$ cat src/rtl/pic_pkg.sv
package pic_pkg;
  // setup sequencer states
  typedef enum logic [2:0] {
    ST_UNINIT,
    ST_BASE,
    ST_CASC,
    ST_MODE,
    ST_RUN
  } seq_state_t;

  // start-word flag positions
  localparam int unsigned START_BIT  = 4;
  localparam int unsigned LEVEL_BIT  = 3;
  localparam int unsigned SINGLE_BIT = 1;
  localparam int unsigned NEED4_BIT  = 0;
  // mode-word flag positions
  localparam int unsigned BUF_BIT    = 3;
  localparam int unsigned MASTER_BIT = 2;
  // non-specific end-of-interrupt command
  localparam logic [7:0] EOI_CMD = 8'h20;
endpackage

$ cat src/rtl/pic_cmd_seq.sv
module pic_cmd_seq
  import pic_pkg::*;
#(
  parameter int unsigned DATA_W  = 8,
  parameter int unsigned NUM_IRQ = 8
) (
  input  logic              clk,
  input  logic              rst_n,
  input  logic              bus_wr,
  input  logic              bus_addr,
  input  logic [DATA_W-1:0] bus_wdata,
  output logic              ready,
  output logic              init_start,
  output logic              eoi,
  output logic              level_mode,
  output logic [DATA_W-1:0] vec_base,
  output logic [NUM_IRQ-1:0] irq_mask,
  output logic [DATA_W-1:0] casc_word,
  output logic [DATA_W-1:0] mode_word
);
  seq_state_t         state_q, state_d;
  logic               single_q, single_d, need4_q, need4_d, level_q, level_d;
  logic [DATA_W-1:0]  base_q, base_d, casc_q, casc_d, mode_q, mode_d;
  logic [NUM_IRQ-1:0] mask_q, mask_d;
  logic               wr_even, wr_odd, upd_en;

  assign wr_even    = bus_wr & ~bus_addr;
  assign wr_odd     = bus_wr & bus_addr;
  assign init_start = wr_even & bus_wdata[START_BIT];
  assign ready      = (state_q == ST_RUN);
  assign eoi        = wr_even & ready & (bus_wdata == DATA_W'(EOI_CMD));
  assign upd_en     = init_start | wr_odd;

  always_comb begin
    state_d  = state_q;
    single_d = single_q;
    need4_d  = need4_q;
    level_d  = level_q;
    base_d   = base_q;
    casc_d   = casc_q;
    mode_d   = mode_q;
    mask_d   = mask_q;
    if (init_start) begin
      state_d  = ST_BASE;
      single_d = bus_wdata[SINGLE_BIT];
      need4_d  = bus_wdata[NEED4_BIT];
      level_d  = bus_wdata[LEVEL_BIT];
      casc_d   = '0;
      mode_d   = '0;
      mask_d   = '0;
    end else if (wr_odd) begin
      unique case (state_q)
        ST_BASE: begin
          base_d = bus_wdata;
          if (!single_q)    state_d = ST_CASC;
          else if (need4_q) state_d = ST_MODE;
          else              state_d = ST_RUN;
        end
        ST_CASC: begin
          casc_d  = bus_wdata;
          state_d = need4_q ? ST_MODE : ST_RUN;
        end
        ST_MODE: begin
          mode_d  = bus_wdata;
          state_d = ST_RUN;
        end
        ST_RUN:  mask_d = bus_wdata[NUM_IRQ-1:0];
        default: state_d = state_q;
      endcase
    end
  end

  always_ff @(posedge clk or negedge rst_n) begin
    if (!rst_n) begin
      state_q  <= ST_UNINIT;
      single_q <= 1'b0;
      need4_q  <= 1'b0;
      level_q  <= 1'b0;
      base_q   <= '0;
      casc_q   <= '0;
      mode_q   <= '0;
      mask_q   <= '0;
    end else if (upd_en) begin
      state_q  <= state_d;
      single_q <= single_d;
      need4_q  <= need4_d;
      level_q  <= level_d;
      base_q   <= base_d;
      casc_q   <= casc_d;
      mode_q   <= mode_d;
      mask_q   <= mask_d;
    end
  end

  assign level_mode = level_q;
  assign vec_base   = base_q;
  assign irq_mask   = mask_q;
  assign casc_word  = casc_q;
  assign mode_word  = mode_q;
endmodule

$ cat src/rtl/pic_req_reg.sv
module pic_req_reg #(
  parameter int unsigned NUM_IRQ = 8
) (
  input  logic               clk,
  input  logic               rst_n,
  input  logic [NUM_IRQ-1:0] irq_in,
  input  logic               level_mode,
  input  logic               clear_all,
  input  logic [NUM_IRQ-1:0] take,
  output logic [NUM_IRQ-1:0] pending
);
  logic [NUM_IRQ-1:0] prev_q, lvl_q, edge_q, edge_d;

  always_comb begin
    if (clear_all) edge_d = '0;
    else           edge_d = (edge_q & ~take) | (irq_in & ~prev_q);
  end

  always_ff @(posedge clk or negedge rst_n) begin
    if (!rst_n) begin
      prev_q <= '0;
      lvl_q  <= '0;
      edge_q <= '0;
    end else begin
      prev_q <= irq_in;
      lvl_q  <= irq_in;
      edge_q <= edge_d;
    end
  end

  assign pending = level_mode ? lvl_q : edge_q;
endmodule

$ cat src/rtl/pic_service.sv
module pic_service #(
  parameter int unsigned DATA_W  = 8,
  parameter int unsigned NUM_IRQ = 8
) (
  input  logic               clk,
  input  logic               rst_n,
  input  logic               ready,
  input  logic               clear_all,
  input  logic               eoi,
  input  logic               ack,
  input  logic [NUM_IRQ-1:0] pending,
  input  logic [NUM_IRQ-1:0] irq_mask,
  input  logic [DATA_W-1:0]  vec_base,
  output logic               int_req,
  output logic [NUM_IRQ-1:0] isr,
  output logic [NUM_IRQ-1:0] take,
  output logic [DATA_W-1:0]  ack_vector
);
  localparam int unsigned IDX_W = (NUM_IRQ > 1) ? $clog2(NUM_IRQ) : 1;

  function automatic logic [NUM_IRQ-1:0] low1(input logic [NUM_IRQ-1:0] v);
    return v & (~v + NUM_IRQ'(1));
  endfunction

  function automatic logic [IDX_W-1:0] idx_of(input logic [NUM_IRQ-1:0] oh);
    logic [IDX_W-1:0] r;
    r = '0;
    for (int i = 0; i < NUM_IRQ; i++) if (oh[i]) r = IDX_W'(i);
    return r;
  endfunction

  logic [NUM_IRQ-1:0] isr_q, isr_d, allowed, eligible, grant;
  logic [DATA_W-1:0]  vec_q, vec_d;
  logic [IDX_W-1:0]   grant_idx;
  logic               do_ack, isr_en;

  assign allowed   = (isr_q == '0) ? '1 : (low1(isr_q) - NUM_IRQ'(1));
  assign eligible  = pending & ~irq_mask & allowed;
  assign grant     = low1(eligible);
  assign do_ack    = ack & ready;
  assign grant_idx = (grant != '0) ? idx_of(grant) : IDX_W'(NUM_IRQ - 1);
  assign isr_en    = clear_all | do_ack | eoi;

  always_comb begin
    if (clear_all)   isr_d = '0;
    else if (do_ack) isr_d = isr_q | grant;
    else if (eoi)    isr_d = isr_q & ~low1(isr_q);
    else             isr_d = isr_q;
    vec_d = vec_base + DATA_W'(grant_idx);
  end

  always_ff @(posedge clk or negedge rst_n) begin
    if (!rst_n) begin
      isr_q <= '0;
      vec_q <= '0;
    end else begin
      if (isr_en) isr_q <= isr_d;
      if (do_ack) vec_q <= vec_d;
    end
  end

  assign int_req    = ready & (|eligible);
  assign take       = do_ack ? grant : '0;
  assign isr        = isr_q;
  assign ack_vector = vec_q;
endmodule

$ cat src/rtl/pic_ctrl8.sv
module pic_ctrl8
  import pic_pkg::*;
#(
  parameter int unsigned DATA_W  = 8,
  parameter int unsigned NUM_IRQ = 8
) (
  input  logic               clk,
  input  logic               rst_n,
  input  logic               bus_addr,
  input  logic               bus_wr,
  input  logic               bus_rd,
  input  logic [DATA_W-1:0]  bus_wdata,
  output logic [DATA_W-1:0]  bus_rdata,
  input  logic [NUM_IRQ-1:0] irq_in,
  output logic               int_out,
  input  logic               int_ack,
  output logic [DATA_W-1:0]  ack_vector,
  output logic               casc_master,
  output logic [DATA_W-1:0]  casc_cfg
);
  logic               rst_meta_q, rst_core_n;
  logic               ready, init_start, eoi, level_mode;
  logic [DATA_W-1:0]  vec_base, mode_word;
  logic [NUM_IRQ-1:0] irq_mask, pending, isr, take;

  // asynchronous assert, synchronous release
  always_ff @(posedge clk or negedge rst_n) begin
    if (!rst_n) begin
      rst_meta_q <= 1'b0;
      rst_core_n <= 1'b0;
    end else begin
      rst_meta_q <= 1'b1;
      rst_core_n <= rst_meta_q;
    end
  end

  pic_cmd_seq #(.DATA_W(DATA_W), .NUM_IRQ(NUM_IRQ)) u_seq (
    .clk        (clk),
    .rst_n      (rst_core_n),
    .bus_wr     (bus_wr),
    .bus_addr   (bus_addr),
    .bus_wdata  (bus_wdata),
    .ready      (ready),
    .init_start (init_start),
    .eoi        (eoi),
    .level_mode (level_mode),
    .vec_base   (vec_base),
    .irq_mask   (irq_mask),
    .casc_word  (casc_cfg),
    .mode_word  (mode_word)
  );

  pic_req_reg #(.NUM_IRQ(NUM_IRQ)) u_req (
    .clk        (clk),
    .rst_n      (rst_core_n),
    .irq_in     (irq_in),
    .level_mode (level_mode),
    .clear_all  (init_start),
    .take       (take),
    .pending    (pending)
  );

  pic_service #(.DATA_W(DATA_W), .NUM_IRQ(NUM_IRQ)) u_svc (
    .clk        (clk),
    .rst_n      (rst_core_n),
    .ready      (ready),
    .clear_all  (init_start),
    .eoi        (eoi),
    .ack        (int_ack),
    .pending    (pending),
    .irq_mask   (irq_mask),
    .vec_base   (vec_base),
    .int_req    (int_out),
    .isr        (isr),
    .take       (take),
    .ack_vector (ack_vector)
  );

  assign casc_master = mode_word[BUF_BIT] ? mode_word[MASTER_BIT] : 1'b1;

  always_comb begin
    if (!bus_rd)       bus_rdata = '0;
    else if (bus_addr) bus_rdata = DATA_W'(irq_mask);
    else               bus_rdata = DATA_W'(isr);
  end
endmodule

$ cat config.mk
export PLATFORM = sky130hd
export DESIGN_NAME = pic_ctrl8
export DESIGN_NICKNAME = d
export VERILOG_FILES = /design/src/rtl/pic_pkg.sv /design/src/rtl/pic_cmd_seq.sv /design/src/rtl/pic_req_reg.sv /design/src/rtl/pic_service.sv /design/src/rtl/pic_ctrl8.sv
export SDC_FILE = /design/constraint.sdc
export NUM_CORES = 1
export LEC_CHECK = 0
export BUFFER_PORTS_ARGS = -buffer_cell sky130_fd_sc_hd__clkbuf_2
export CAP_MARGIN = 5
export CORE_MARGIN = 3
export CORE_UTILIZATION = 25
export CTS_BUF_LIST = sky130_fd_sc_hd__clkbuf_2 sky130_fd_sc_hd__clkbuf_4 sky130_fd_sc_hd__clkbuf_8
export DETAILED_ROUTE_END_ITERATION = 8
export SYNTH_ARGS = -nofsm -noshare
export SYNTH_HDL_FRONTEND = slang
export SYNTH_SLANG_ARGS = --single-unit
$ cat constraint.sdc
create_clock -name clk -period 2.89 [get_ports clk]
set_input_delay 0.1445 -clock clk [delete_from_list [all_inputs] [get_ports clk]]
set_output_delay 0.1445 -clock clk [all_outputs]
set_load 0.01 [all_outputs]
== Yosys cells after proc, flatten, opt, wreduce, memory -nomap -nowiden ==
Index checks and enable logic that the tools add are counted.

* Muxes and demuxes: 32
* Multipliers: 0
* Reduce and logical (&&, ||, !) cells: 16
* Bitwise gates (word level): 27
* Add/sub/neg operators: 4
* Equal/unequal tests: 5
* Order comparisons: 0
* Shift-type cells: 0
* Divide/modulo/power cells: 0

{| class="wikitable"
|+ Operators with widths
! cell !! number
|-
| 8-bit 2-to-1 mux || 15
|-
| 8-bit bitwise AND || 7
|-
| 8-bit inverter || 6
|-
| 3-bit 2-to-1 mux || 9
|-
| 8-bit by 1-bit adder with 8-bit output (second input constant) || 2
|-
| 8-bit bitwise OR || 2
|-
| 4-bit 2-to-1 mux || 3
|-
| 3-bit AND reduction || 4
|-
| 3-bit one-hot mux with 3 select lines || 1
|-
| 8-bit by 3-bit adder with 8-bit output || 1
|-
| 8-bit by 6-bit equality test with 1-bit output (second input constant) || 1
|-
| 8-bit logical NOT || 1
|-
| 2-bit nonzero test || 4
|-
| 8-bit nonzero test || 1
|-
| 8-bit OR reduction || 1
|-
| 8-bit by 1-bit subtractor with 8-bit output (second input constant) || 1
|-
| 1-bit bitwise AND || 7
|-
| 3-bit by 2-bit equality test with 1-bit output (second input constant) || 2
|-
| 2-bit 2-to-1 mux || 2
|-
| 2-bit AND reduction || 2
|-
| 4-bit AND reduction || 1
|-
| 4-bit nonzero test || 1
|-
| 3-bit by 1-bit equality test with 1-bit output (second input constant) || 1
|-
| 3-bit equality test (second input constant) || 1
|-
| 4 further kinds || 8
|}

* Memory bits (read-only): 0
* Output and inout port bits: 26
* Latch bits: 0
* Input bits: 22
* Memories kept: 0
* Register bits: 68
* RAM bits: 0
* Word-level logic and storage cells: 98

== Logic depth before layout (Yosys ltp) ==
* Word-level depth: 18
* Depth in mapped cells: 13
* Depth with buffers taken out: 12

== Modules after synthesis ==
Synthesis repeated with hierarchy kept, for this count alone.

* Cell total of the unflattened synthesis: 372
* Area total of the unflattened synthesis: 3,747.3 um2

{| class="wikitable"
|+ By module, submodules not included
! module !! area an instance (um2) !! cells each !! instances !! seq. area each (um2)
|-
| pic_cmd_seq || 1,727.9 || 171 || 1 || 950.9
|-
| pic_service || 1,142.3 || 130 || 1 || 400.4
|-
| pic_req_reg || 675.6 || 50 || 1 || 400.4
|-
| pic_ctrl8 || 201.4 || 21 || 1 || 50.0
|}

== Worst setup path after synthesis ==
Ideal clock, no wire load.

* Path type: register to register
* From: register u_svc.isr_q[2], in the netlist u_svc.isr[2]
* To: register u_svc.vec_q[6], in the netlist u_svc.ack_vector[6]
* Stages on the path, launching flop included: 11
* Setup time: 83 ps
* Setup slack: 66 ps
* Data required time: 2,807 ps
* Data arrival time: 2,741 ps
* Path buffers: 0
* Path through: dfrtp_1 -> or4_4 -> or3_2 -> a31oi_1 -> ha_1 -> inv_1 -> fa_1 -> nor2b_1 -> o2111ai_1 -> xor2_1 -> o21ai_0

* Longest elaborated chain between the ends: 17
* Elaborated cells on any way between the ends: 20
* Classes of those cells: add/sub: 4; mux: 9; bitwise: 5; reduce/logical: 2

{| class="wikitable"
|+ Ends and longest elaborated chain
! what !! RTL line !! RTL
|-
| start: declaration || pic_service.sv:32 || <nowiki>logic [NUM_IRQ-1:0] isr_q, isr_d, allowed, eligible, grant;</nowiki>
|-
| start signal: assignment || pic_service.sv:57 || <nowiki>if (isr_en) isr_q <= isr_d;</nowiki>
|-
| 8-bit inverter || pic_service.sv:22 || <nowiki>return v & (~v + NUM_IRQ'(1));</nowiki>
|-
| 8-bit by 1-bit adder with 8-bit output || pic_service.sv:22 ||
|-
| 8-bit bitwise AND || pic_service.sv:22 ||
|-
| 8-bit by 1-bit subtractor with 8-bit output || pic_service.sv:37 || <nowiki>assign allowed = (isr_q == '0) ? '1 : (low1(isr_q) - NUM_IRQ'(1));</nowiki>
|-
| 8-bit 2-to-1 mux (*) || pic_service.sv:37 ||
|-
| 8-bit bitwise AND (*) || pic_service.sv:38 || <nowiki>assign eligible = pending & ~irq_mask & allowed;</nowiki>
|-
| 8-bit inverter || pic_service.sv:22 ||
|-
| 8-bit by 1-bit adder with 8-bit output || pic_service.sv:22 ||
|-
| 8-bit bitwise AND (*) || pic_service.sv:22 ||
|-
| 2-bit 2-to-1 mux (2 in a row) || pic_service.sv:28 || <nowiki>for (int i = 0; i < NUM_IRQ; i++) if (oh[i]) r = IDX_W'(i);</nowiki>
|-
| 3-bit 2-to-1 mux (4 in a row) || pic_service.sv:28 ||
|-
| 3-bit 2-to-1 mux (*) || pic_service.sv:41 || <nowiki>assign grant_idx = (grant != '0) ? idx_of(grant) : IDX_W'(NUM_IRQ - 1);</nowiki>
|-
| 8-bit by 3-bit adder with 8-bit output (*) || pic_service.sv:49 || <nowiki>vec_d = vec_base + DATA_W'(grant_idx);</nowiki>
|-
| end signal: assignment || pic_service.sv:58 || <nowiki>if (do_ack) vec_q <= vec_d;</nowiki>
|-
| end: declaration || pic_service.sv:33 || <nowiki>logic [DATA_W-1:0] vec_q, vec_d;</nowiki>
|}

Every way passes the cells marked *; elsewhere a longest branch is shown, timed or not.
A chain may end at the register's enable or synchronous reset.

== Worst setup path in the final report ==
Ends and elaborated chain as after synthesis.

==> results.py <==
metrics = {
    "finish": {
        "num_antenna_cells": 0,
        "fill_cells": 1289,
        "drive_gt1_share_pct": 26.6,
        "seq_area_mm2": 0.00165,
        "multi_input_area_mm2": 0.00150,
        "final_core_util_pct": 33.2,
        "nets": 419,
        "area_growth_pct": 27.4,
    },
    "die": {
        "initial_core_util_pct": 26.1,
        "die_h_um": 119,
        "dieArea_mm2": 0.0141,
        "core-area_mm2": 0.0122,
        "design.portCount": 48,
        "die_x_um": 119,
        "rows": 40,
    },
    "setup_path": {
        "r2r_start": "u_svc.isr[2]",
        "critPathLaunchType": "register",
        "end_kind": "register",
        "critPathKind": "register to register",
        "worstPathRequired_ps": 3110,
        "cp_max_fo": 4,
        "arrival_ps": 3040,
        "reg2reg_to": "u_svc.ack_vector[6]",
        "rrSetupSlack_ps": 80,
        "ff2ff_path_depth": 10,
    },
    "route": {
        "drt-initial-drc-count": 125,
        "ant_nets": 0,
        "post_drt_wl_per_cell_um": 14.1,
        "viasPerCell": 4.63,
        "drc": 0,
        "vias": 2618,
        "dr.pass1.iters": 6,
        "wirelength_um": 7970,
    },
    "clocking": {
        "clock_latency_ps": 350,
        "cts-root-buf": "clkbuf_8",
        "htreeDepth": 3,
        "cts_tree": "yes",
        "clk_pin_slew_ps": 80,
        "cts_made_buffers": 9,
        "cts_buffer_depth": 2,
        "cts.sinks": 66,
    },
    "grt": {
        "overflow": 0,
        "grt_pass1_vias": 2640,
        "grt_pass1_wl_um": 12900,
        "grt_max_degree": 65,
        "antenna_found_initial": 0,
        "grt_util_all_layers_pct": 11.6,
    },
    "synthesis": {
        "synth_common_cells": "dfrtp_1 (66), nand2_1 (45), o21ai_0 (38)",
        "yosys.area.top_type": "dfrtp_1",
        "synth_top_area_share_pct": 51.9,
        "synth_area_per_cell_um2": 9.88,
        "syn_area_mm2": 0.00318,
        "yosysSeqAreaShare_pct": 51.9,
        "synth_cell_types": 45,
        "syn_inst": 322,
        "synth.most_common_cell": "dfrtp_1",
        "async_reset_ff_share_pct": 100,
        "synthFlopType": "dfrtp_1",
        "synth_edf_count": 0,
        "ys_warn_count": 0,
        "synth_nets": 348,
        "synth_area_leaders": "dfrtp_1 (52%), mux2i_1 (6.0%), o21ai_0 (6.0%)",
        "ys_seq_elements": 66,
    },
    "timing": {
        "hold_slack_ps": 86.9,
        "skew_ps": 14.5,
        "setup_tns_ps": 0,
        "finalMaxSlewViolations": 0,
        "max_slew_margin_pct": 46.1,
        "fin_crit_ps": 2810,
        "hold_viol_final": 0,
        "min_period_over_period_pct": 97.3,
        "max_freq_mhz": 355,
        "worst_slack_ps": 77.0,
        "setup_violations": 0,
        "rsz0062_at_grt": "true",
        "worstMarginPinSlew_ps": 809,
    },
    "placement": {
        "gp_congestion": 0.889,
        "pre_cts_slack_ps": -86.3,
        "hpwl_um": 5860,
        "port_buffers": 47,
    },
    "hold_path": {
        "hold_depth": 3,
        "min_from": "bus_wdata[7]",
        "min_path_type": "input port to register",
        "whs_endpoint": "u_seq.irq_mask[7]",
    },
    "flow_run": {
        "drv_cap": 0,
    },
    "status": {
        "status": "finished, final reports clean",
    },
    "pwr": {
        "cellLeakagePower_nw": 1.84,
        "p_total_mw": 3.69,
        "p_per_area_mw_per_mm2": 910,
        "irDropWorstVdd_v": 0.000277,
    },
}
-- repair_timing --
item	4_1_cts	5_1_grt
gates resized for setup	6	10
pin swaps	0	2
cloned	0	0
hold endpoints to repair	10	0
setup endpoints to repair	4	5
hold buffers	9	0
buffers inserted	0	1
-- layout make-up --
class | count | area share [%]
inverters | 11 | 1.02
well taps | 168 | 5.19
repair buffers | 71 | 10.8
clock buffers | 14 | 4.29
flip-flops and latches | 66 | 40.8
multi-input cells | 234 | 37.0
clock inverters | 2 | 0.864
-- critical path, cell delays in order, from the launching register on --
cell and delay [ps]:
dfrtp_1 390, or4_4 550, or3_4 410, a31oi_4 200
ha_2 200, inv_1 50, fa_2 360, nor2b_4 130
o2111ai_2 120, xor2_1 190, o21ai_1 70
-- sequential cells by signal, summed over array words and instances, names as in the netlist --
| name | count |
|---|---|
| u_seq.mode_word | 2 |
| u_seq.casc_word | 8 |
| u_svc.ack_vector | 8 |
| u_req.prev_q | 8 |
| u_seq.state_q | 3 |
| u_seq.irq_mask | 8 |
| rst_meta_q | 1 |
| u_seq.need4_q | 1 |
| u_seq.level_mode | 1 |
| u_req.edge_q | 8 |
| u_seq.single_q | 1 |
| u_svc.isr | 8 |
| rst_core_n | 1 |
| u_seq.vec_base | 8 |
-- cell families (layout without fill, tap and decap cells) --
group                    Yosys count  in the layout  synth area share (%)
multiplexers                      28             28                  9.16
buffers and inverters             22             98                  2.67
adder cells (fa/ha/maj)            4              4                  1.81
flip-flops                        66             66                  51.9
XOR/XNOR                           6              6                  1.65
AO/OA/AOI/OAI                     72             72                  12.9
AND/OR/NAND/NOR                  123            123                  19.8
other                              1              1                 0.118
-- through the flow --
| step | cells | instance area [um^2] |
|---|---|---|
| floorplan | 322 | 3180 |
| global placement | 540 | 3690 |
| detailed placement | 540 | 3690 |
| CTS | 565 | 4010 |
| global route | 566 | 4050 |
| finish | 566 | 4050 |
-- report_power, final --
| part | switching, mW | leakage (nW) | internal [mW] |
|---|---|---|---|
| Clock | 0.337 | 0.111 | 0.474 |
| Sequential | 0.210 | 0.823 | 1.18 |
| Combinational | 0.784 | 0.904 | 0.703 |
-- per-layer routing --
metal,global-route usage [%],share of wire (%),up-vias
met4,5.21,2.5,0
li1,-,-,1275
met5,0,0,-
met2,18.8,50,42
met3,3.61,3.7,13
met1,14.0,44,1288
-- cell usage in the layout, fill, tap and decap left out, types with 2 or more instances in the layout --
| cell | Yosys | routed |
|---|---|---|
| nor2_1 | 17 | 16 |
| nand2b_1 | 6 | 6 |
| o21ai_0 | 38 | 35 |
| nand3b_1 | 4 | 4 |
| clkbuf_2 | 0 | 47 |
| o21ai_1 | 0 | 2 |
| mux2_2 | 9 | 9 |
| or4_1 | 3 | 3 |
| clkbuf_4 | 0 | 3 |
| clkbuf_8 | 0 | 11 |
| nand3_1 | 10 | 10 |
| mux2i_1 | 19 | 19 |
| xor2_1 | 4 | 4 |
| or4b_1 | 2 | 2 |
| o31ai_1 | 3 | 3 |
| dlygate4sd3_1 | 0 | 9 |
| o211ai_1 | 2 | 2 |
| ha_1 | 3 | 2 |
| nor2b_1 | 14 | 13 |
| nand2_1 | 45 | 45 |
| nor3_1 | 5 | 5 |
| dfrtp_1 | 66 | 65 |
| a21oi_1 | 19 | 18 |
| inv_1 | 11 | 11 |
| or4_4 | 1 | 2 |
| or3_1 | 2 | 2 |
| xnor2_1 | 2 | 2 |
| or2_2 | 3 | 3 |
| buf_4 | 0 | 15 |
-- worst max path at each step --
stage | startpoint | end | slack [ps] | cells after the start
3_5_place_dp | u_svc.isr[2] | u_svc.ack_vector[6] | -90 | 10
2_1_floorplan | u_svc.isr[2] | u_svc.ack_vector[6] | 70 | 10
6_report | u_svc.isr[2] | u_svc.ack_vector[6] | 80 | 10
5_1_grt | u_svc.isr[2] | u_svc.ack_vector[4] | -70 | 13
4_1_cts | u_svc.isr[2] | u_svc.ack_vector[6] | 10 | 13
3_3_place_gp | u_svc.isr[2] | u_svc.ack_vector[6] | -10 | 10
Note: power is estimated with default switching activity, not from simulation.
